===== src/rtl/i2c_irq_pkg.sv =====
package i2c_irq_pkg;
  localparam int NUM_SRC = 7;
  localparam int DATA_W  = 16;
  localparam int ADDR_W  = 8;
  localparam int CODE_W  = $clog2(NUM_SRC + 1);

  // source bit positions, also give vector code = position + 1
  localparam int BIT_ARB  = 0;
  localparam int BIT_NACK = 1;
  localparam int BIT_ACC  = 2;
  localparam int BIT_RX   = 3;
  localparam int BIT_TX   = 4;
  localparam int BIT_STOP = 5;
  localparam int BIT_SLV  = 6;
  localparam int BIT_RSF  = 11;
  localparam int BIT_BB   = 12;

  localparam logic [ADDR_W-1:0] OFF_MASK = 8'h04;
  localparam logic [ADDR_W-1:0] OFF_STAT = 8'h08;
  localparam logic [ADDR_W-1:0] OFF_VEC  = 8'h28;

  localparam logic [NUM_SRC-1:0] W1C_BITS =
    NUM_SRC'((1 << BIT_ACC) | (1 << BIT_RX) | (1 << BIT_STOP));
  localparam logic [NUM_SRC-1:0] VRD_BITS =
    NUM_SRC'((1 << BIT_ARB) | (1 << BIT_NACK) | (1 << BIT_SLV));
endpackage


===== src/rtl/i2c_irq_flags.sv =====
module i2c_irq_flags #(
  parameter int N = 7
) (
  input  logic         clk_i,
  input  logic         rst_ni,
  input  logic [N-1:0] set_i,
  input  logic [N-1:0] clr_i,
  output logic [N-1:0] flag_o
);
  for (genvar i = 0; i < N; i++) begin : g_flag
    logic q;
    always_ff @(posedge clk_i or negedge rst_ni) begin
      if (!rst_ni) q <= 1'b0;
      else         q <= set_i[i] | (q & ~clr_i[i]);  // set wins
    end
    assign flag_o[i] = q;
  end
endmodule


===== src/rtl/i2c_irq_prio.sv =====
module i2c_irq_prio #(
  parameter int N      = 7,
  parameter int CODE_W = $clog2(N + 1)
) (
  input  logic [N-1:0]      pend_i,
  output logic [CODE_W-1:0] code_o,
  output logic [N-1:0]      sel_o
);
  always_comb begin
    code_o = '0;
    for (int i = N - 1; i >= 0; i--) begin
      if (pend_i[i]) code_o = CODE_W'(i + 1);
    end
  end

  for (genvar i = 0; i < N; i++) begin : g_sel
    assign sel_o[i] = (code_o == CODE_W'(i + 1));
  end
endmodule


===== src/rtl/i2c_irq_regs.sv =====
module i2c_irq_regs
  import i2c_irq_pkg::*;
#(
  parameter int N  = NUM_SRC,
  parameter int DW = DATA_W,
  parameter int AW = ADDR_W,
  parameter int CW = CODE_W
) (
  input  logic          clk_i,
  input  logic          rst_ni,
  input  logic [AW-1:0] addr_i,
  input  logic          wr_i,
  input  logic          rd_i,
  input  logic [DW-1:0] wdata_i,
  input  logic [DW-1:0] status_i,
  input  logic [CW-1:0] code_i,
  output logic [DW-1:0] mask_o,
  output logic [DW-1:0] rdata_o
);
  localparam logic [DW-1:0] MASK_RW = DW'((1 << N) - 1);

  logic [DW-1:0] mask_q;

  always_ff @(posedge clk_i or negedge rst_ni) begin
    if (!rst_ni)                        mask_q <= '0;
    else if (wr_i && addr_i == OFF_MASK) mask_q <= wdata_i & MASK_RW;
  end

  always_comb begin
    rdata_o = '0;
    if (rd_i) begin
      unique case (addr_i)
        OFF_MASK: rdata_o = mask_q;
        OFF_STAT: rdata_o = status_i;
        OFF_VEC:  rdata_o = DW'(code_i);
        default:  rdata_o = '0;
      endcase
    end
  end

  assign mask_o = mask_q;
endmodule


===== src/rtl/i2c_irq_vec_unit.sv =====
module i2c_irq_vec_unit
  import i2c_irq_pkg::*;
#(
  parameter int N  = NUM_SRC,
  parameter int DW = DATA_W,
  parameter int AW = ADDR_W,
  parameter int CW = CODE_W
) (
  input  logic          clk_i,
  input  logic          rst_ni,
  input  logic [N-1:0]  ev_i,
  input  logic          bus_busy_i,
  input  logic          rx_shift_full_i,
  input  logic          data_rd_i,
  input  logic          data_wr_i,
  input  logic [AW-1:0] reg_addr_i,
  input  logic          reg_wr_i,
  input  logic          reg_rd_i,
  input  logic [DW-1:0] reg_wdata_i,
  output logic [DW-1:0] reg_rdata_o,
  output logic [DW-1:0] status_o,
  output logic [DW-1:0] mask_o,
  output logic [CW-1:0] vec_o,
  output logic          irq_o
);
  logic [N-1:0]  flags, pend, sel, clr;
  logic [DW-1:0] status_w;
  logic          stat_wr, vec_rd, irq_q;

  assign stat_wr = reg_wr_i && (reg_addr_i == OFF_STAT);
  assign vec_rd  = reg_rd_i && (reg_addr_i == OFF_VEC);

  // clear sources per bit
  always_comb begin
    clr = '0;
    if (stat_wr) clr = clr | (reg_wdata_i[N-1:0] & W1C_BITS);
    if (vec_rd)  clr = clr | (sel & VRD_BITS);
    clr[BIT_RX] = clr[BIT_RX] | data_rd_i;
    clr[BIT_TX] = clr[BIT_TX] | data_wr_i;
  end

  i2c_irq_flags #(.N(N)) u_flags (
    .clk_i  (clk_i),
    .rst_ni (rst_ni),
    .set_i  (ev_i),
    .clr_i  (clr),
    .flag_o (flags)
  );

  assign pend = flags & mask_o[N-1:0];

  i2c_irq_prio #(.N(N), .CODE_W(CW)) u_prio (
    .pend_i (pend),
    .code_o (vec_o),
    .sel_o  (sel)
  );

  always_comb begin
    status_w          = '0;
    status_w[N-1:0]   = flags;
    status_w[BIT_RSF] = rx_shift_full_i;
    status_w[BIT_BB]  = bus_busy_i;
  end

  i2c_irq_regs #(.N(N), .DW(DW), .AW(AW), .CW(CW)) u_regs (
    .clk_i    (clk_i),
    .rst_ni   (rst_ni),
    .addr_i   (reg_addr_i),
    .wr_i     (reg_wr_i),
    .rd_i     (reg_rd_i),
    .wdata_i  (reg_wdata_i),
    .status_i (status_w),
    .code_i   (vec_o),
    .mask_o   (mask_o),
    .rdata_o  (reg_rdata_o)
  );

  always_ff @(posedge clk_i or negedge rst_ni) begin
    if (!rst_ni) irq_q <= 1'b0;
    else         irq_q <= |pend;
  end

  assign irq_o    = irq_q;
  assign status_o = status_w;
endmodule


===== config.mk =====
export PLATFORM = sky130hd
export DESIGN_NAME = i2c_irq_vec_unit
export DESIGN_NICKNAME = d
export VERILOG_FILES = /design/src/rtl/i2c_irq_pkg.sv /design/src/rtl/i2c_irq_flags.sv /design/src/rtl/i2c_irq_prio.sv /design/src/rtl/i2c_irq_regs.sv /design/src/rtl/i2c_irq_vec_unit.sv
export SDC_FILE = /design/constraint.sdc
export NUM_CORES = 1
export LEC_CHECK = 0
export BUFFER_PORTS_ARGS = -buffer_cell sky130_fd_sc_hd__buf_2
export CELL_PAD_IN_SITES_DETAIL_PLACEMENT = 1
export CELL_PAD_IN_SITES_GLOBAL_PLACEMENT = 1
export CORE_ASPECT_RATIO = 1.5
export CORE_MARGIN = 2
export CORE_UTILIZATION = 26
export DETAILED_ROUTE_END_ITERATION = 8
export GPL_TIMING_DRIVEN = 0
export PLACE_DENSITY = 0.91
export SYNTH_ARGS = -nofsm -noshare
export SYNTH_HDL_FRONTEND = slang
export SYNTH_SLANG_ARGS = --single-unit

===== constraint.sdc =====
create_clock -name clk_i -period 1.7 [get_ports clk_i]
set_input_delay 0.085 -clock clk_i [delete_from_list [all_inputs] [get_ports clk_i]]
set_output_delay 0.085 -clock clk_i [all_outputs]
set_load 0.005 [all_outputs]

-- Word level (Yosys, flattened, before mapping)
Index checks and enable logic that the tools add are counted.
- word-level logic and storage cells: 55
- output and inout bits: 52
- register bits: 15
- input bits: 39
- eq/ne operators: 6
- multiplexer cells: 11
- bitwise operators: 25
- reductions and logical operators: 4
- operators by type and width (cell ; count):
    $pmux W13 S3 ; 1
    $mux W3 ; 7
    $mux W13 ; 1
    $or A1 B1 Y1 ; 9
    $eq A8 B3 Y1 const B ; 1
    $eq A8 B4 Y1 const B ; 1
    $eq A8 B6 Y1 const B ; 1
    $and A1 B1 Y1 ; 7
    $and A7 B7 Y7 ; 1
    $mux W7 ; 1
    $not A1 Y1 ; 7
    $or A6 B7 Y7 ; 1
    $reduce_or A7 Y1 ; 1
    $mux W6 ; 1
    $eq A3 B1 Y1 const B ; 1
    $eq A3 B2 Y1 const B ; 1
    $eq A3 B3 Y1 const B ; 1
    $logic_and A1 B1 Y1 ; 3

-- Depth between registers and ports, before layout
Gate-level depths: netlist (run 1).
- depth after elaboration: 15
- mapped depth: 6
- depth with buffers taken out: 6

-- Cells and area by module
A second synthesis (run 1) with hierarchy kept.
- cells, all modules: 158
- area, all modules: 1380.1 um^2
- modules (own cells, without submodules) (module ; seq. area each (um^2) ; cells an instance ; area each (um^2) ; instances):
    i2c_irq_regs ; 175.2 ; 70 ; 666.9 ; 1
    i2c_irq_flags ; 175.2 ; 28 ; 306.5 ; 1
    i2c_irq_vec_unit ; 25.0 ; 40 ; 289.0 ; 1
    i2c_irq_prio ; 0.0 ; 20 ; 117.6 ; 1

-- Worst setup path after synthesis (run 1)
No wires, ideal clock.
- kind: input port to flip-flop
- start point: input reg_addr_i[1]
- end point: register u_flags.g_flag[3].q
- library setup time: 0.120 ns
- buffers on the path: 0
- required time: 1.580 ns
- data arrival time: 1.425 ns
- path slack: 0.155 ns
- stages on the path: 5
- cells stage by stage: or2_1 > or4_4 > nor3b_4 > nand3_1 > a31o_1
- word-level cells in the longest chain between the ends: 9
- elaborated cells on any way between the ends: 11
- those cells by class: eq/ne: 2; mux: 2; bitwise: 5; reduce/logical: 2
- ends and longest elaborated chain (what ; RTL line ; RTL):
    start: declaration ; i2c_irq_vec_unit.sv:16 ; input logic [AW-1:0] reg_addr_i,
    $eq A8 B4 Y1 ; i2c_irq_vec_unit.sv:30 ; assign stat_wr = reg_wr_i && (reg_addr_i == OFF_STAT);
    $logic_and A1 B1 Y1 ; i2c_irq_vec_unit.sv:30 ;
    $mux W6 ; i2c_irq_vec_unit.sv:36 ; if (stat_wr) clr = clr | (reg_wdata_i[N-1:0] & W1C_BITS);
    $or A6 B7 Y7 ; i2c_irq_vec_unit.sv:37 ; if (vec_rd) clr = clr | (sel & VRD_BITS);
    $mux W7 (*) ; i2c_irq_vec_unit.sv:37 ;
    $or A1 B1 Y1 (*) ; i2c_irq_vec_unit.sv:38 ; clr[BIT_RX] = clr[BIT_RX] | data_rd_i;
    $not A1 Y1 (*) ; i2c_irq_flags.sv:14 ; else q <= set_i[i] | (q & ~clr_i[i]);
    $and A1 B1 Y1 (*) ; i2c_irq_flags.sv:14 ;
    $or A1 B1 Y1 (*) ; i2c_irq_flags.sv:14 ;
    end signal: assignment ; i2c_irq_flags.sv:14 ;
    end: declaration ; i2c_irq_flags.sv:11 ; logic q;
Every way passes the cells marked *; elsewhere a longest branch is shown, timed or not.
A chain may end at the register's enable or synchronous reset.

-- Worst setup path after layout (run 1)
- start point: register u_flags.g_flag[1].q
- end point: output reg_rdata_o[2]
- word-level cells in the longest chain between the ends: 5
- ends and longest elaborated chain (what ; RTL line ; RTL):
    start: declaration ; i2c_irq_flags.sv:11 ;
    start signal: assignment ; i2c_irq_flags.sv:14 ;
    $and A7 B7 Y7 ; i2c_irq_vec_unit.sv:50 ; assign pend = flags & mask_o[N-1:0];
    $mux W3 (2 in series) ; i2c_irq_prio.sv:12 ; if (pend_i[i]) code_o = CODE_W'(i + 1);
    $pmux W13 S3 ; i2c_irq_regs.sv:32 ; unique case (addr_i)
    $mux W13 ; i2c_irq_regs.sv:31 ; if (rd_i) begin
    end: declaration ; i2c_irq_vec_unit.sv:20 ; output logic [DW-1:0] reg_rdata_o,
Every way passes these cells.

==> results of run 1 <==
worst reg2reg max path, delay by kind of cell, from the launching register on:
kind	cells	cell delay, ps
compound gates	2	370
buf+inv	2	300
flops	1	420
simple gates	3	520
power groups by stage:
stage	combinational (W)	clock [W]	sequential [W]
CTS	0.000263	0.000298	0.000392
floorplan	0.000122	0	0.000395
global route	0.000316	0.000311	0.000397
global placement	0.000213	0	0.000397
detailed placement	0.000218	0	0.000398
finish	0.000292	0.000291	0.000393
registers in the layout, indices dropped and copies added (netlist names):
signal            flops
irq_o                 1
u_flags.g_flag.q      7
u_regs.mask_o         7
path summary, 6_finish.rpt:
check,cells past startpoint,end,slack [ps]
min in group asynchronous,2,u_flags.g_flag[6].q$_DFF_PN0_,270
max in group asynchronous,2,u_flags.g_flag[1].q$_DFF_PN0_,1160
min,2,u_flags.g_flag[5].q$_DFF_PN0_,5
min reg2reg,1,u_flags.g_flag[2].q$_DFF_PN0_,580
max reg2reg,7,u_flags.g_flag[1].q$_DFF_PN0_,-30
max,6,reg_rdata_o[2],-100
routing by layer:
metal,up-vias,global-route usage (%),wire (um)
met1,588,15.98,1339
met5,-,0,0
met4,0,6.977,127
met2,71,28.82,2104
li1,583,-,-
met3,11,2.157,313
cells in the final DEF, fill, tap and decap left out, types with 2 or more instances in the layout:
cell,instances
clkbuf_8,3
buf_2,58
mux2_2,7
buf_4,45
a21oi_2,2
nor2b_1,2
dfrtp_2,3
inv_1,2
conb_1,23
a21o_1,3
nand2_1,3
nand2b_1,2
dfrtp_1,12
a31oi_1,2
a22oi_1,5
nor2_1,10
a22o_1,3
a32o_2,2
nand2_2,2
and3_1,3
nand3_1,3
a22oi_2,3
final cells by class:
type	instances	area, um2
plain buffers	32	240.2
clock buffers	4	45.04
fillers	530	2420
inverters	3	11.26
multi-input cells	93	658.1
flip-flops and latches	15	379.1
well taps	46	57.56
repair buffers	72	397.9
logic make-up (layout without fill, tap and decap cells):
| kind of cell | Yosys count | in the layout | synth area share, % |
|---|---|---|---|
| simple gates | 36 | 36 | 19.20 |
| buf+inv | 35 | 111 | 22.31 |
| compound gates | 27 | 27 | 17.87 |
| flops | 15 | 15 | 33.30 |
| mux | 7 | 7 | 6.993 |
| other cells | 1 | 23 | 0.3326 |
per-stage QoR:
stage                     util, %  worst slack [ps]  instance area [um2]  total power, W  setup TNS [ps]
after CTS                   41.20             4.567                 1734       0.0009532               0
after global placement      37.01            -206.4                 1558       0.0006097           -1096
after floorplan                 -             155.5                 1210       0.0005170               0
after global routing        42.51            -182.0                 1789        0.001024          -854.2
after detailed placement    37.01            -172.2                 1558       0.0006152           -1260
final                       42.51            -97.53                 1789       0.0009759          -185.5
what timing repair did:
action,in CTS,in global routing
hold buffers,1,0
endpoints found under the hold margin,15,0
buffers inserted,10,3
pin swaps,6,4
gates cloned,0,0
resized for setup,13,8
setup endpoints to repair,11,9
==> summary.txt, run 1 <==
Worst setup path
  – Required @ worst endpoint: 1620 ps
  – CP delay by family, top: compound AO/OA/AOI/OAI gates
  – Critical path buffers and inverters: 1
  – CP Class: register to output pin
  – Worst setup startpoint: u_flags.g_flag[1].q$_DFF_PN0_
  – Startpoint type of the worst setup path: register
  – Crit path DAT: 1710 ps
  – CP Cell Sequence: a22o_1, a21oi_2, nor2b_4, nand2_1, a21oi_1, buf_2
  – Slowest stage delay, CP: 450 ps
  – CP max FO: 5
  – Reg-to-Reg Start: u_regs.mask_o[5]$_DFFE_PN0P_
  – Worst Setup End Kind: output pin
  – Slowest cell on the critical path: dfrtp_2

Routing
  – DRC violation total after the first TritonRoute iteration: 20
  – Routed wire length: 3885 um
  – WL/cell: 14.66 um
  – Vias per cell: 4.728
  – Routed Antenna Nets: 0
  – DRT Pass-1 Iters: 4
  – Via count: 1253
  – DRC violations left: 0

STA
  – Max Freq: 0.5563 GHz
  – # setup viols final: 4
  – Slew Limit Fails: 0
  – RSZ-0062 raised after global routing: yes
  – Setup ws final: -97.53 ps
  – Skew final: 5.737 ps
  – Fin. Hold Viols: 0
  – Period utilisation layout: 105.7%
  – Post-route minimum period: 1798 ps
  – Actual slew at the worst max-slew pin: 594.3 ps
  – Slew HR: 60.20%
  – Hold Slack: 4.758 ps

Global route
  – Initial antenna violation count: 0
  – Total grt overflow: 0
  – First-pass GRT wire length: 5782 um
  – Vias in the first global route: 1223
  – Total GRT Usage: 15.28%
  – Largest net degree at the start of global routing: 16

Power
  – P per Cell Area: 545.4 nW/um2
  – Clock power frac: 29.8%
  – Sw frac: 28.17%
  – Switch Pwr: 0.0002749 W
  – Static Leak: 0.9663 nW
  – Cell internal pwr: 0.0007010 W
  – Comb pwr share: 29.9%
  – VDD IR max: 0.2760 mV
  – Sequential share of power: 40.3%

Die
  – Io pins: 91
  – Site Rows: 29
  – Die X: 57.77 um
  – Die area: 4890 um2
  – Initial Util: 26.78%
  – Core area: 4209 um2
  – Vert. Die Dim: 84.65 um

Logic synthesis
  – Synth Cell Area: 1127 um2
  – Cells after Synth: 121
  – Yosys top cell by area: dfrtp_1
  – #FFs+latches synth: 15
  – Synth async-reset ratio: 100.0%
  – Post-synth EDFFs: 0
  – Top-count cell post-synth: buf_4
  – Top_reg_cell synth: dfrtp_1
  – Synth warn: 0
  – Post-synth top cells: buf_4, dfrtp_1, nor2_1
  – Synth top area cells: dfrtp_1, buf_4, mux2_2, a22oi_1, nor2_1
  – Sequential area share after synthesis: 33.30%
  – Syn Area/Cell: 9.317 um2
  – Post-synth cell types: 29
  – Synth top area share: 33.30%

CTS
  – Clock buffer depth: 2
  – Reg clk slew, reported paths: 60 ps
  – Worst-Skew Late Latency: 250 ps
  – Cts bufs inserted: 3
  – TritonCTS clock tree: yes
  – Clock root buffer: clkbuf_8
  – H-tree Lvls: 1
  – Number of sinks on the clock net: 15

Layout
  – Post-route insts no fill: 265
  – Number of diodes: 0
  – Layout cells sized above 1: 61.64%
  – Layout Nets: 259
  – Layout overhead on the synthesized area: 58.71%

Status
  – Status: complete, but fails checks
  – Failing checks: setup timing

Min path
  – Hold path startpoint: ev_i[5]
  – Worst min path class: primary input to register

Place
  – Dpl hpwl: 2822 um
  – Final Wtd Congestion: 0.8511
  – Placed Cells: 247
  – IO buf count: 58

Job
  – # Max-Cap Violations: 0
Note: power is estimated with default switching activity, not from simulation.
==> run 2, diff against run 1 <==
--- a/config.mk
+++ b/config.mk
@@ -5,6 +5,8 @@
 export SDC_FILE = /design/constraint.sdc
 export NUM_CORES = 1
 export LEC_CHECK = 0
+export ABC_AREA = 1
+export ABC_CLOCK_PERIOD_IN_PS = 1700
 export BUFFER_PORTS_ARGS = -buffer_cell sky130_fd_sc_hd__buf_2
 export CELL_PAD_IN_SITES_DETAIL_PLACEMENT = 1
 export CELL_PAD_IN_SITES_GLOBAL_PLACEMENT = 1
@@ -13,7 +15,8 @@
 export CORE_UTILIZATION = 26
 export DETAILED_ROUTE_END_ITERATION = 8
 export GPL_TIMING_DRIVEN = 0
-export PLACE_DENSITY = 0.91
+export PLACE_DENSITY = 0.93
 export SYNTH_ARGS = -nofsm -noshare
 export SYNTH_HDL_FRONTEND = slang
 export SYNTH_SLANG_ARGS = --single-unit
+export TNS_END_PERCENT = 20
==> run 2 against run 1 <==
The run now ends clean. Maximum frequency rose by 12%. Flip-flop and latch count unchanged. First-iteration DRC count shrank 5.0%. Non-clock buffer count is 10 lower. Sequential power shrank 2%. Die area increased by 7.3%. Synthesized cell count rose by 46%. Worst hold slack improved by 5.4 ps. Global-route usage down 0.91 points.
==> summary.txt, run 2 <==
Routing
  – Routed Antenna Nets: 0
  – Via count: 1330
  – DRC violation total after the first TritonRoute iteration: 19
  – Routed wire length: 3637 um
  – DR WL met3: 289 um
  – Top sig layer: met4
  – Met2 WL: 1972 um
  – WL/cell: 11.73 um
  – DRC violations left: 0
  – DRT Pass-1 Iters: 3
  – Vias per cell: 4.290
  – M1 WL: 1302 um

Global route
  – Largest net degree at the start of global routing: 16
  – First-pass GRT wire length: 5796 um
  – Total grt overflow: 0
  – Total GRT Usage: 14.37%
  – Initial antenna violation count: 0
  – Vias in the first global route: 1371

STA
  – Fin. Hold Viols: 0
  – Slew Limit Fails: 0
  – Setup ws final: 102.1 ps
  – Post-route minimum period: 1598 ps
  – RSZ-0062 raised after global routing: yes
  – Max Freq: 0.6258 GHz
  – Skew final: 5.208 ps
  – Period utilisation layout: 93.99%
  – # setup viols final: 0
  – Hold Slack: 10.20 ps

Power
  – P per Cell Area: 532.8 nW/um2
  – VDD IR max: 0.2071 mV
  – Static Leak: 0.9998 nW

CTS
  – Number of sinks on the clock net: 15
  – Post-CTS setup buffers: 0
  – Clock root buffer: clkbuf_8
  – Cts bufs inserted: 3
  – Clock buffer depth: 2
  – Worst-Skew Late Latency: 250 ps
  – Reg clk slew, reported paths: 60 ps
  – TritonCTS clock tree: yes
  – H-tree Lvls: 1

Layout
  – Layout cells sized above 1: 42.75%
  – Number of diodes: 0
  – Commonest cells after routing, fill and taps aside: buf_2, nand2_1, buf_4, conb_1
  – Commonest non-fill, non-tap cell in the layout: buf_2
  – Layout Nets: 302
  – Layout overhead on the synthesized area: 41.20%
  – FILL cells: 611

Logic synthesis
  – Post-synth EDFFs: 0
  – Synth Cell Area: 1215 um2
  – Post-synth top cells: nand2_1, buf_4, inv_1, nand3_1, dfrtp_1
  – Synth top area share: 30.90%
  – Top-count cell post-synth: nand2_1
  – Cells after Synth: 177
  – #FFs+latches synth: 15
  – Post-synth cell types: 24
  – Synth warn: 0
  – Synth async-reset ratio: 100.0%
  – Synth top area cells: dfrtp_1, buf_4, nand2_1, nand3_1, inv_1
  – Synth Area in Simple Gates: 33.57%
  – Syn Area/Cell: 6.864 um2
  – Yosys top cell by area: dfrtp_1
  – Mux share of post-synthesis cell area: 0%
  – Top_reg_cell synth: dfrtp_1
  – Sequential area share after synthesis: 30.90%
  – Largest family of logic cells by synthesized area: simple AND/OR/NAND/NOR gates
  – Compound-Gate Fraction of Synth Area: 7.930%
  – Synth Area in XOR/XNOR: 0%
  – Synth Area in Adders: 0%

Die
  – Die X: 59.82 um
  – Core area: 4504 um2
  – Vert. Die Dim: 87.72 um
  – Site Rows: 30
  – Io pins: 91
  – Die area: 5247 um2
  – Initial Util: 26.97%

Place
  – Pre-CTS setup slack: 307.4 ps
  – IO buf count: 58
  – Dpl hpwl: 3116 um
  – Final Wtd Congestion: 0.7735

Status
  – Status: finished clean

Worst setup path
  – Worst Setup End Kind: output pin
  – Slowest stage delay, CP: 410 ps
  – Worst path most repeated cell: nand2_1
  – Slowest cell on the critical path: dfrtp_1
  – CP max FO: 4
  – CP Cell Sequence: nand2_1, nand2_1, inv_1, nand2_1, nand2_1, nand3_1, a31oi_1, buf_2
  – Required @ worst endpoint: 1620 ps
  – CP Class: register to output pin
  – Crit path DAT: 1510 ps
  – Startpoint type of the worst setup path: register

Job
  – # Max-Cap Violations: 0

Min path
  – Worst min path class: primary input to register
-- run 2: changes by cell type in the layout (fill, tap and decap cells not counted), sizes merged, moves of 4 or more --
cell and delta:
nand2 +53, inv +15, nand3 +14, buf -10
a22oi -8, mux2 -7, a22o -4, nor2b -4
-- run 2: layout make-up --
cell class              count  area, um2  share of cell area, %
well taps                  48      60.06                  3.501
plain buffers              35      264.0                  15.39
inverters                  18      67.56                  3.939
clock buffers               3      41.29                  2.407
clock inverters             1      5.005                 0.2918
repair buffers             59      300.3                  17.51
flip-flops and latches     15      375.4                  21.88
multi-input cells         131      601.8                  35.08
-- run 2: power by group --
| part | leakage, nW | internal, W | total (W) | switching (W) |
|---|---|---|---|---|
| sequential | 0.175 | 0.000374 | 0.000387 | 0.0000137 |
| combinational | 0.800 | 0.000113 | 0.000230 | 0.000116 |
| clock | 0.0255 | 0.000162 | 0.000297 | 0.000135 |
-- run 2: worst paths after layout --
| check | depth (start not counted) | slack (ps) | from | to |
|---|---|---|---|---|
| max in group asynchronous | 2 | 1150 | rst_ni | u_regs.mask_o[5]$_DFFE_PN0P_ |
| setup / recovery | 8 | 100 | u_flags.g_flag[4].q$_DFF_PN0_ | reg_rdata_o[1] |
| hold / removal | 2 | 10 | ev_i[5] | u_flags.g_flag[5].q$_DFF_PN0_ |
| setup reg to reg | 10 | 380 | u_flags.g_flag[4].q$_DFF_PN0_ | u_flags.g_flag[6].q$_DFF_PN0_ |
| hold reg to reg | 2 | 530 | u_regs.mask_o[1]$_DFFE_PN0P_ | u_regs.mask_o[1]$_DFFE_PN0P_ |
| min in group asynchronous | 2 | 270 | rst_ni | u_flags.g_flag[0].q$_DFF_PN0_ |
-- run 2: timing repair --
action / 4_1_cts / 5_1_grt
hold buffers: 1 / 0
endpoints found under the setup margin: 0 / 3
endpoints found under the hold margin: 15 / 0
resized for setup: 0 / 4
-- run 2: kinds of logic (layout without fill, tap and decap cells) --
logic type      Yosys count  in the layout
other cells               1             23
buf+inv                  53            116
flops                    15             15
simple gates             92             92
compound gates           16             16
-- run 2: layer usage --
layer / global-route usage, % / up-vias
met2: 26.78 / 55
li1: - / 668
met4: 6.061 / 0
met5: 0 / -
met1: 14.56 / 599
met3: 3.693 / 8
-- run 2: worst max-delay path: cells and delay by family (launching register included) --
family / cells / cell delay, ps
buf+inv: 2 / 230
compound gates: 1 / 190
flops: 1 / 410
simple gates: 5 / 430
-- run 2: through the flow --
stage | std cells | util, % | total power [W] | instance area [um2] | TNS (ps)
after floorplan | 199 | - | 0.0005205 | 1297 | 0
after global placement | 305 | 36.58 | 0.0006108 | 1648 | 0
after detailed placement | 305 | 36.58 | 0.0006186 | 1648 | 0
after CTS | 310 | 37.83 | 0.0009192 | 1704 | 0
after global routing | 310 | 38.08 | 0.0009746 | 1715 | -23.64
final | 310 | 38.08 | 0.0009139 | 1715 | 0
==> run 3, diff against run 2 <==
--- a/config.mk
+++ b/config.mk
@@ -16,6 +16,7 @@
 export DETAILED_ROUTE_END_ITERATION = 8
 export GPL_TIMING_DRIVEN = 0
 export PLACE_DENSITY = 0.93
+export RECOVER_POWER = 25
 export SYNTH_ARGS = -nofsm -noshare
 export SYNTH_HDL_FRONTEND = slang
 export SYNTH_SLANG_ARGS = --single-unit
==> run 3 against run 2 <==
Register-to-register slack about the same. First-iteration DRC count up 16%. Critical endpoint unchanged. Core utilization down 0.055 points. Die area unchanged. Clock power about the same. Final area down 0.15%. Worst hold slack unchanged. Setup slack unchanged. Largest cell class unchanged. Flip-flop and latch count unchanged. Sequential power about the same. Clock skew unchanged.
==> summary.txt, run 3 (synthesis results as in run 2) <==
Status
  – Status: finished clean

Layout
  – Layout Nets: 302
  – Finished Core Util: 38.03%
  – Layout cells sized above 1: 41.98%
  – Commonest non-fill, non-tap cell in the layout: buf_2
  – Layout overhead on the synthesized area: 40.99%
  – Post-route cell area: 1713 um2
  – Number of diodes: 0
  – FILL cells: 612
  – Commonest cells after routing, fill and taps aside: buf_2, nand2_1, buf_4, conb_1

Power
  – VDD IR max: 0.2071 mV
  – Static Leak: 0.9940 nW
  – P per Cell Area: 533.1 nW/um2

Worst setup path
  – CP max FO: 4
  – Number of cells on the critical path: 8
  – Slowest cell on the critical path: dfrtp_1
  – CP delay by family, top: simple AND/OR/NAND/NOR gates
  – Worst path most repeated cell: nand2_1
  – CP Class: register to output pin
  – Crit path DAT: 1510 ps
  – Slowest stage delay, CP: 410 ps
  – Required @ worst endpoint: 1620 ps
  – Startpoint type of the worst setup path: register
  – CP Cell Sequence: nand2_1, nand2_1, inv_1, nand2_1, nand2_1, nand3_1, a31oi_1, buf_2
  – Reg2Reg Setup Slack: 380 ps
  – Worst Reg-to-Reg Cells: 10
  – Worst Setup End Kind: output pin
  – Critical path buffers and inverters: 2

Routing
  – Via count: 1330
  – DRC violations left: 0
  – WL/cell: 11.73 um
  – DRC violation total after the first TritonRoute iteration: 22
  – DRT Pass-1 Iters: 3
  – Vias per cell: 4.290
  – Routed Antenna Nets: 0
  – Routed wire length: 3635 um

Global route
  – Total GRT Usage: 14.37%
  – Vias in the first global route: 1371
  – Initial antenna violation count: 0
  – Total grt overflow: 0
  – Largest net degree at the start of global routing: 16
  – First-pass GRT wire length: 5796 um

Place
  – IO buf count: 58
  – Final Wtd Congestion: 0.7735
  – Post-placement cell area: 1648 um2
  – Dpl hpwl: 3116 um

Die
  – Core area: 4504 um2
  – Vert. Die Dim: 87.72 um
  – Site Rows: 30
  – Io pins: 91
  – Initial Util: 26.97%
  – Die X: 59.82 um
  – Die area: 5247 um2

CTS
  – Clock root buffer: clkbuf_8
  – TritonCTS clock tree: yes
  – Post-CTS setup buffers: 0
  – Worst-Skew Late Latency: 250 ps
  – H-tree Lvls: 1
  – Reg clk slew, reported paths: 60 ps
  – Clock buffer depth: 2
  – Number of sinks on the clock net: 15
  – Cts bufs inserted: 3

STA
  – RSZ-0062 raised after global routing: yes
  – Hold Slack: 10.20 ps
  – Actual slew at the worst max-slew pin: 895.2 ps
  – Post-route minimum period: 1598 ps
  – Slew Limit Fails: 0
  – Slew HR: 40.32%
  – Period utilisation layout: 93.99%
  – # setup viols final: 0
  – Skew final: 5.208 ps
  – Fin. Hold Viols: 0
  – Max Freq: 0.6258 GHz

Job
  – # Max-Cap Violations: 0

Min path
  – Worst min path class: primary input to register
  – WHS Path Cells: 2
## run 3: area by class of cell
class	instances	area [um2]	area share, %
multi-input combinational	131	601.8	35.14
clock inverter	1	5.005	0.2922
inverter	18	67.56	3.944
buffer	35	264.0	15.41
sequential	15	375.4	21.91
tap	48	60.06	3.506
timing repair buffer	59	297.8	17.39
clock buffer	3	41.29	2.411
## run 3: power breakdown
part           leakage, nW  switching (W)  internal (W)
registers            0.175      0.0000137      0.000374
logic                0.794       0.000116      0.000113
clock network       0.0255       0.000135      0.000162
## run 3: per-layer routing
| metal | track usage [%] | share of wire [%] |
|---|---|---|
| met5 | 0 | 0 |
| met2 | 26.78 | 54 |
| met3 | 3.693 | 8.0 |
| met1 | 14.56 | 36 |
| met4 | 6.061 | 2.0 |
## run 3: through the flow
step / power, W / TNS [ps] / cells / worst slack, ps
2_1_floorplan: 0.0005205 / 0 / 199 / 551.1
3_3_place_gp: 0.0006108 / 0 / 305 / 390.2
3_5_place_dp: 0.0006186 / 0 / 305 / 307.4
4_1_cts: 0.0009192 / 0 / 310 / 27.96
5_1_grt: 0.0009739 / -23.64 / 310 / -20.72
6_report: 0.0009131 / 0 / 310 / 102.1
## run 3: final timing paths
check | startpoint | endpoint
hold / removal | ev_i[5] | u_flags.g_flag[5].q$_DFF_PN0_
min in group asynchronous | rst_ni | u_flags.g_flag[0].q$_DFF_PN0_
hold reg to reg | u_regs.mask_o[1]$_DFFE_PN0P_ | u_regs.mask_o[1]$_DFFE_PN0P_
setup reg to reg | u_flags.g_flag[4].q$_DFF_PN0_ | u_flags.g_flag[6].q$_DFF_PN0_
max in group asynchronous | rst_ni | u_regs.mask_o[5]$_DFFE_PN0P_
setup / recovery | u_flags.g_flag[4].q$_DFF_PN0_ | reg_rdata_o[1]
## run 3: worst register-to-register path, delay by kind of cell, from the launching register on
kind / cells / cell delay (ps)
simple gates: 9 / 720
buf+inv: 1 / 80
flops: 1 / 410
## run 3: repair_timing
item                                   4_1_cts  5_1_grt
hold buffers                                 1        0
gates resized for setup                      0        4
endpoints found under the hold margin       15        0
setup endpoints to repair                    0        3
